<file path="config.mk">
export PLATFORM = sky130hd
export DESIGN_NAME = rcomb_top
export DESIGN_NICKNAME = d
export VERILOG_FILES = /design/src/rtl/rcomb_pkg.sv /design/src/rtl/rcomb_tracker.sv /design/src/rtl/rcomb_packer.sv /design/src/rtl/rcomb_top.sv
export SDC_FILE = /design/constraint.sdc
export NUM_CORES = 1
export LEC_CHECK = 0
export CORE_MARGIN = 10
export CORE_UTILIZATION = 30
export CTS_CLUSTER_SIZE = 8
export DETAILED_ROUTE_END_ITERATION = 8
export DONT_BUFFER_PORTS = 1
export SETUP_SLACK_MARGIN = 0.15
export SLEW_MARGIN = 20
export SYNTH_ARGS = -nofsm -noshare
export SYNTH_HDL_FRONTEND = slang
export SYNTH_SLANG_ARGS = --single-unit
export TNS_END_PERCENT = 20
</file>
<file path="constraint.sdc">
create_clock -name clk -period 4.1 [get_ports clk]
set_input_delay 0.41 -clock clk [delete_from_list [all_inputs] [get_ports clk]]
set_output_delay 0.41 -clock clk [all_outputs]
set_load 0.05 [all_outputs]
</file>
<file path="src/rtl/rcomb_pkg.sv">
package rcomb_pkg;

  // per-lane byte-valid codes on the output
  localparam logic [1:0] BE_LO   = 2'b01;
  localparam logic [1:0] BE_BOTH = 2'b11;

  // two bytes can be taken from the current word
  function automatic logic f_take_two(input logic [31:0] remaining);
    return remaining >= 32'd2;
  endfunction

  // the current word is the final word of the move
  function automatic logic f_is_last(input logic [31:0] remaining);
    return remaining <= 32'd2;
  endfunction

  // a leftover byte may be parked across the move boundary
  function automatic logic f_keep(input logic chain, input logic rx);
    return chain & rx;
  endfunction

endpackage

</file>
<file path="src/rtl/rcomb_tracker.sv">
module rcomb_tracker
  import rcomb_pkg::*;
#(
  parameter int CNT_W = 16
) (
  input  logic             clk,
  input  logic             rst_n,
  input  logic             move_start,
  input  logic [CNT_W-1:0] move_count,
  input  logic             move_chain,
  input  logic             move_rx,
  input  logic             in_valid,
  output logic             busy,
  output logic             accept,
  output logic             take_two,
  output logic             last_word,
  output logic             keep
);
  localparam logic [CNT_W-1:0] ONE = CNT_W'(1);
  localparam logic [CNT_W-1:0] TWO = CNT_W'(2);

  logic [CNT_W-1:0] rem;
  logic             start_ok;

  assign start_ok  = move_start & ~busy & (move_count != '0);
  assign accept    = busy & in_valid;
  assign take_two  = f_take_two(32'(rem));
  assign last_word = f_is_last(32'(rem));

  always_ff @(posedge clk) begin
    if (!rst_n) begin
      rem  <= '0;
      busy <= 1'b0;
      keep <= 1'b0;
    end else if (start_ok) begin
      rem  <= move_count;
      busy <= 1'b1;
      keep <= f_keep(move_chain, move_rx);
    end else if (accept) begin
      rem  <= rem - (take_two ? TWO : ONE);
      busy <= ~last_word;
    end
  end

  // the last word closes the move
  p_busy_ends_r10: assert property (@(posedge clk) disable iff (!rst_n)
    accept && last_word |=> !busy);

  // a start pulse during a move changes nothing
  p_start_ignored_r8: assert property (@(posedge clk) disable iff (!rst_n)
    busy && move_start && !in_valid |=> busy && $stable(rem));

  // zero-length move never opens
  p_zero_count_r9: assert property (@(posedge clk) disable iff (!rst_n)
    !busy && move_start && move_count == '0 |=> !busy);

endmodule

</file>
<file path="src/rtl/rcomb_packer.sv">
module rcomb_packer
  import rcomb_pkg::*;
#(
  parameter int LANE_W = 8
) (
  input  logic                clk,
  input  logic                rst_n,
  input  logic                accept,
  input  logic                take_two,
  input  logic                last_word,
  input  logic                keep,
  input  logic [2*LANE_W-1:0] in_data,
  output logic                out_valid,
  output logic [2*LANE_W-1:0] out_data,
  output logic [1:0]          out_be,
  output logic                res_valid
);
  localparam int WORD_W = 2 * LANE_W;

  logic [LANE_W-1:0] hold;
  logic              hv;
  logic              flush_pend;
  logic [LANE_W-1:0] lo_b, hi_b;

  // named events for the checks
  logic ev_save, ev_consume, ev_flush;

  assign lo_b       = in_data[LANE_W-1:0];
  assign hi_b       = in_data[WORD_W-1:LANE_W];
  assign ev_save    = accept & ~hv & ~take_two & keep;
  assign ev_consume = accept & hv;
  assign ev_flush   = flush_pend;
  assign res_valid  = hv;

  always_ff @(posedge clk) begin
    if (!rst_n) begin
      hold       <= '0;
      hv         <= 1'b0;
      flush_pend <= 1'b0;
      out_valid  <= 1'b0;
      out_data   <= '0;
      out_be     <= '0;
    end else begin
      out_valid <= 1'b0;
      if (ev_flush) begin
        out_valid  <= 1'b1;
        out_data   <= {{LANE_W{1'b0}}, hold};
        out_be     <= BE_LO;
        hv         <= 1'b0;
        flush_pend <= 1'b0;
      end else if (accept) begin
        if (!hv) begin
          if (take_two) begin
            out_valid <= 1'b1;
            out_data  <= in_data;
            out_be    <= BE_BOTH;
          end else if (keep) begin
            hold <= lo_b;
            hv   <= 1'b1;
          end else begin
            out_valid <= 1'b1;
            out_data  <= {{LANE_W{1'b0}}, lo_b};
            out_be    <= BE_LO;
          end
        end else begin
          out_valid <= 1'b1;
          out_data  <= {lo_b, hold};
          out_be    <= BE_BOTH;
          if (take_two) begin
            hold <= hi_b;
            if (last_word && !keep) flush_pend <= 1'b1;
          end else begin
            hv <= 1'b0;
          end
        end
      end
    end
  end

  // a parked byte produces no output
  p_save_silent_r4: assert property (@(posedge clk) disable iff (!rst_n)
    ev_save |=> !out_valid && hv);

  // residue lands in the low lane of a full word
  p_consume_pairs_r5: assert property (@(posedge clk) disable iff (!rst_n)
    ev_consume |=> out_valid && out_be == BE_BOTH
                   && out_data[LANE_W-1:0] == $past(hold));

  // flush is a lone low byte and clears the flag
  p_flush_lo_r7: assert property (@(posedge clk) disable iff (!rst_n)
    ev_flush |=> out_valid && out_be == BE_LO && !hv);

  // a lone byte carries a zero upper lane
  p_hi_zero_r3: assert property (@(posedge clk) disable iff (!rst_n)
    out_valid && out_be == BE_LO |-> out_data[WORD_W-1:LANE_W] == '0);

  // no input and no flush means no output
  p_quiet_r8: assert property (@(posedge clk) disable iff (!rst_n)
    !accept && !ev_flush |=> !out_valid);

endmodule

</file>
<file path="src/rtl/rcomb_top.sv">
module rcomb_top
  import rcomb_pkg::*;
#(
  parameter int CNT_W  = 16,
  parameter int LANE_W = 8
) (
  input  logic                clk,
  input  logic                rst_n,
  input  logic                move_start,
  input  logic [CNT_W-1:0]    move_count,
  input  logic                move_chain,
  input  logic                move_rx,
  input  logic                in_valid,
  input  logic [2*LANE_W-1:0] in_data,
  output logic                out_valid,
  output logic [2*LANE_W-1:0] out_data,
  output logic [1:0]          out_be,
  output logic                busy,
  output logic                res_valid
);
  logic accept, take_two, last_word, keep;

  rcomb_tracker #(.CNT_W(CNT_W)) u_trk (
    .clk        (clk),
    .rst_n      (rst_n),
    .move_start (move_start),
    .move_count (move_count),
    .move_chain (move_chain),
    .move_rx    (move_rx),
    .in_valid   (in_valid),
    .busy       (busy),
    .accept     (accept),
    .take_two   (take_two),
    .last_word  (last_word),
    .keep       (keep)
  );

  rcomb_packer #(.LANE_W(LANE_W)) u_pck (
    .clk        (clk),
    .rst_n      (rst_n),
    .accept     (accept),
    .take_two   (take_two),
    .last_word  (last_word),
    .keep       (keep),
    .in_data    (in_data),
    .out_valid  (out_valid),
    .out_data   (out_data),
    .out_be     (out_be),
    .res_valid  (res_valid)
  );

  // idle outputs right after reset
  p_reset_idle_r1: assert property (@(posedge clk)
    !rst_n |=> !out_valid && !busy && !res_valid);

endmodule

</file>
==> run metrics, run 1 <==
CP Class flop to flop; Reg2Reg Depth 10; Final Hold Fails 0; Hold Path Class input pin to flop; Initial DRT Pass Iterations 4; Reg area 941 um2; final WL 6980 um; switching share of total power 33.4%; clock network fraction of total power 29.9%; cts bufs inserted 5; initial antenna violation count 0; layout cell share with drive strength beyond 1 11.0%; post-synth cell types 46; Routed WL per cell 18.2 um; DRT antenna net count 0; Via density 5.51; WP data required 4330 ps; fin crit share 76.1%; Final WS setup 980 ps; Fin Clk Skew 5.19 ps; n_diodes 0; fin util 33.4%; WHS Path Cells 1; leakage 0.829 nW; DP Wirelength 5330 um; initial drt markers 98; CTS HTree Levels 2; setup TNS 0 ps; Yosys reg bits 47; CTS tree built; Reg clk slew, reported paths 90 ps; num ports 59; Initial Utilization 31.0%; RSZ-0062 raised after global routing no; Max FO, Critical Path 7; clock root cell clkbuf_8; post-synthesis sequential area ratio 39.0%; Post CTS Setup Buffer Count 0; Fillers 840; row count 32; PwrDens 410 nW/um2; Syn-to-layout area delta 7.63%; fmax 320 MHz; Synth Warn # 0; critical path startpoint category flop; post-synthesis cell area 2410 um2; status finished clean; Net Sw Power 0.000355 W; critical path arrival 3350 ps; Post-synth ARST share 0%; Gate power share 16.6%; Die Height 110 um; CP Capture Type flop; cts hold-fix bufs 0; Post-synth EDFFs 0; Rel. slew slack 43.5%; die width 110 um; total track usage 11.7%; Clock Tree Buf Depth 2; dpl ws 1010 ps; Final Total Pwr 0.00106 W; placed instance count 375; Slew @ Worst Pin 843 ps; total number of vias 2110; IO Port Bufs 0; Multi-input gate area 1390 um2; Layout Nets 321; Clk Latency, worst-skew pair 300 ps; vias in the first global route 2098; global-route wire length before repair 11100 um; Pins Over Slew Limit 0; endpoints failing setup 0; grt total ovfl 0; Seq pwr share 53.5%; Max VDD drop 0.000133 V; post-layout min period 3120 ps; core box area 7770 um2; Internal 0.000708 W; gpl congestion 0.908; Mapped Cells 285; final std cells w/o fill 383; commonest non-fill, non-tap cells in the layout nor2_1 (51), dfxtp_1 (47), a21oi_1 (25), nand2_1 (16); most common cell after layout, fill and taps aside nor2_1; max-cap violations 0; syn avg cell area 8.46 um2; post-cts resize count 0; DRC 0; Die ar. 12000 um2; pin count of the biggest net entering global routing 36; clock sinks 47; Primary FF master, synth dfxtp_1; total nets after synthesis 326
==> area by class of cell <==
| cell class | instances | area share [%] |
|---|---|---|
| Tap cell | 102 | 4.92 |
| Clock buffer | 7 | 3.71 |
| Multi-Input combinational cell | 220 | 53.7 |
| Sequential cell | 47 | 36.3 |
| Timing Repair Buffer | 2 | 0.579 |
| Inverter | 4 | 0.579 |
| Clock inverter | 1 | 0.289 |
==> sequential cells by signal, indices dropped and copies added (netlist names) <==
name / cells
u_trk.busy: 1
u_trk.keep: 1
u_pck.hold: 8
u_pck.out_data: 16
u_pck.ev_flush: 1
u_pck.res_valid: 1
u_pck.out_be: 2
u_pck.out_valid: 1
u_trk.rem: 16
==> critical path, stage by stage (launching register included) <==
cell,delay [ps]
dfxtp_1,370
nor4_4,490
nand4_4,250
inv_2,170
ha_1,190
inv_1,60
fa_1,430
or3_1,320
or3_1,330
or3_1,330
a41oi_2,130
==> synthesized netlist by cell type, types with 4 or more instances <==
cell type  number  area share (%)
a211oi_2        8             4.2
a21oi_1        25             5.2
a311oi_1        8             2.9
a31oi_1         4             1.0
clkbuf_1       10             1.6
dfxtp_1        47              39
mux2i_1         8             3.3
nand2_1        16             2.5
nand3_1        14             2.9
nor2_1         51             7.9
nor3_1          8             1.7
nor4_1         14             3.6
o21ai_0        13             2.7
or3_1           5             1.3
==> power by group through the flow <==
| stage | Sequential (W) | Clock [W] | Combinational, W |
|---|---|---|---|
| 6_report | 0.000569 | 0.000318 | 0.000176 |
| 5_1_grt | 0.000575 | 0.000352 | 0.000199 |
| 4_1_cts | 0.000570 | 0.000326 | 0.000178 |
| 3_5_place_dp | 0.000581 | 0 | 0.000177 |
| 3_3_place_gp | 0.000580 | 0 | 0.000174 |
| 2_1_floorplan | 0.000570 | 0 | 0.000146 |
==> cells by family (layout without fill, tap and decap cells) <==
family / count (synthesis) / count (layout) / synth area share, %
flip-flops: 47 / 47 / 39.0
multiplexers: 9 / 9 / 3.94
AO/OA/AOI/OAI: 74 / 74 / 22.5
AND/OR/NAND/NOR: 134 / 134 / 29.5
adder cells (fa/ha/maj): 3 / 3 / 1.87
buffers and inverters: 18 / 14 / 3.22
==> stage by stage <==
step / cell area, um2 / hold slack, ps
after global routing: 2590 / 212
after detailed placement: 2490 / 482
after floorplan: 2410 / 461
after global placement: 2490 / 478
final: 2590 / 228
after CTS: 2590 / 221
==> per-layer routing <==
| metal | part of all wire, % | track usage, % |
|---|---|---|
| met2 | 49 | 20.1 |
| met4 | 0.80 | 2.51 |
| met1 | 39 | 13.1 |
| met3 | 11 | 4.97 |
| met5 | 0 | 0 |
==> final timing paths <==
| kind | start | to | slack, ps |
|---|---|---|---|
| max reg2reg | u_trk.rem[4] | u_trk.rem[14] | 980 |
| max | u_trk.rem[4] | u_trk.rem[14] | 980 |
| min reg2reg | u_trk.rem[0] | u_trk.rem[0] | 490 |
| min | rst_n | u_pck.out_valid | 230 |
Note: power is estimated with default switching activity, not from simulation.
==> inputs of run 2 (changes only) <==
- clock period: 4.1 -> 2.8 ns (I/O delays scaled with it)
==> run 2 against run 1 <==
Net effect: cell count up 3.7%; core utilization up 1.9 points; global-route usage up 0.55 points; maximum frequency up 15%; critical path depth unchanged; sequential share of layout area down 1.8 points; critical endpoint unchanged.
==> run metrics, run 2 (synthesis results as in run 1) <==
core box area 7770 um2 (unchanged); Slew @ Worst Pin 756 ps (was 843 ps); Final Hold Fails 0 (unchanged); critical path arrival 2940 ps (was 3350 ps); IO Port Bufs 0 (unchanged); post-layout min period 2710 ps (was 3120 ps); critical path startpoint category flop (unchanged); Via density 5.59 (was 5.51); initial antenna violation count 0 (unchanged); dpl ws 46.7 ps (was 1010 ps); Max VDD drop 0.000286 V (was 0.000133 V); CTS HTree Levels 2 (unchanged); total track usage 12.2% (was 11.7%); vias in the first global route 2237 (was 2098); largest registers u_pck.out_data: 16 flops, u_trk.rem: 16 flops, u_pck.hold: 8 flops (unchanged); Max FO, Critical Path 4 (was 7); Hold Path Class input pin to flop (unchanged); Initial DRT Pass Iterations 4 (unchanged); Die Height 110 um (unchanged); initial drt markers 68 (was 98); most common cell after layout, fill and taps aside nor2_1 (unchanged); PwrDens 610 nW/um2 (was 410 nW/um2); Reg area 945 um2 (was 941 um2); Layout Nets 335 (was 321); CTS tree built (unchanged); pin count of the biggest net entering global routing 36 (unchanged); Fin Clk Skew 9.28 ps (was 5.19 ps); Final WS setup 91.2 ps (was 980 ps); Initial Utilization 31.0% (unchanged); row count 32 (unchanged); clock root cell clkbuf_8 (unchanged); Fillers 850 (was 840); total number of vias 2219 (was 2110); gpl congestion 0.808 (was 0.908); CP Class flop to flop (unchanged); worst hold margin 94.2 ps (was 228 ps); status finished clean (unchanged); layout cell share with drive strength beyond 1 17.6% (was 11.0%); CP Capture Type flop (unchanged); cts hold-fix bufs 0 (unchanged); final WL 7210 um (was 6980 um); commonest non-fill, non-tap cells in the layout nor2_1 (51), dfxtp_1 (44), a21oi_1 (25), buf_4 (16), nand2_1 (15) (was nor2_1 (51), dfxtp_1 (47), a21oi_1 (25), nand2_1 (16)); fin util 35.3% (was 33.4%); setup TNS 0 ps (unchanged); Clk Latency, worst-skew pair 310 ps (was 300 ps); Multi-input gate area 1410 um2 (was 1390 um2); Routed WL per cell 18.2 um (about the same); DP Wirelength 5440 um (was 5330 um); Pins Over Slew Limit 0 (unchanged); WP data required 3030 ps (was 4330 ps); global-route wire length before repair 11800 um (was 11100 um); num ports 59 (unchanged); endpoints failing setup 0 (unchanged); Die ar. 12000 um2 (unchanged); Clock Tree Buf Depth 2 (unchanged); DRC 0 (unchanged); Reg clk slew, reported paths 90 ps (about the same); leakage 0.913 nW (was 0.829 nW); die width 110 um (unchanged); DRT antenna net count 0 (unchanged); fmax 369 MHz (was 320 MHz); Syn-to-layout area delta 13.7% (was 7.63%); clock sinks 47 (unchanged); n_diodes 0 (unchanged); grt total ovfl 0 (unchanged); max-cap violations 0 (unchanged); RSZ-0062 raised after global routing yes (was no); Rel. slew slack 49.3% (was 43.5%); fin crit share 96.7% (was 76.1%); cts bufs inserted 5 (unchanged)
## run 2: stage by stage
step | instance area, um2 | total power (W) | cells
final | 2740 | 0.00167 | 397
after detailed placement | 2590 | 0.00114 | 387
after global routing | 2740 | 0.00176 | 397
after floorplan | 2420 | 0.00105 | 285
after global placement | 2590 | 0.00114 | 387
after CTS | 2720 | 0.00167 | 395
## run 2: cell type report
cell class / count / area share, %
timing repair buffer: 16 / 4.38
inverter: 4 / 0.639
sequential: 47 / 34.5
multi-input combinational: 220 / 51.6
tap: 102 / 4.66
clock buffer: 6 / 3.01
clock inverter: 2 / 1.28
## run 2: path summary, 6_finish.rpt
| kind | cells after the start | startpoint | endpoint | slack [ps] |
|---|---|---|---|---|
| setup / recovery | 10 | u_trk.rem[11] | u_trk.rem[14] | 90 |
| hold / removal | 1 | rst_n | u_pck.out_valid | 90 |
| setup reg to reg | 10 | u_trk.rem[11] | u_trk.rem[14] | 90 |
| hold reg to reg | 2 | u_trk.rem[0] | u_trk.rem[0] | 500 |
## run 2: metal layers
layer	GRT usage, %	up-vias	share of wire, %
met5	0	-	0
li1	-	1076	-
met3	4.68	9	9.5
met2	21.6	63	51
met4	3.07	0	0.97
met1	13.4	1071	39
## run 2: worst max-delay path: stages (launching register included)
cell     delay, ps
dfxtp_1        360
nor4_4         350
nand4_4        170
inv_4           80
ha_2           170
inv_1           50
fa_2           370
or3_1          310
or3_1          320
or3_1          330
a41oi_2        140
## run 2: where the power goes
group          switching, W  leakage (nW)  total [W]  internal [W]
Sequential         0.000115         0.386   0.000827      0.000712
Combinational      0.000180         0.466   0.000315      0.000134
Clock              0.000242        0.0612   0.000531      0.000289
## run 2: repair_timing
item | CTS | global route
gates cloned | 0 | 0
setup buffers | 0 | 2
endpoints found under the setup margin | 3 | 9
pin swaps | 1 | 3
gates resized for setup | 2 | 4
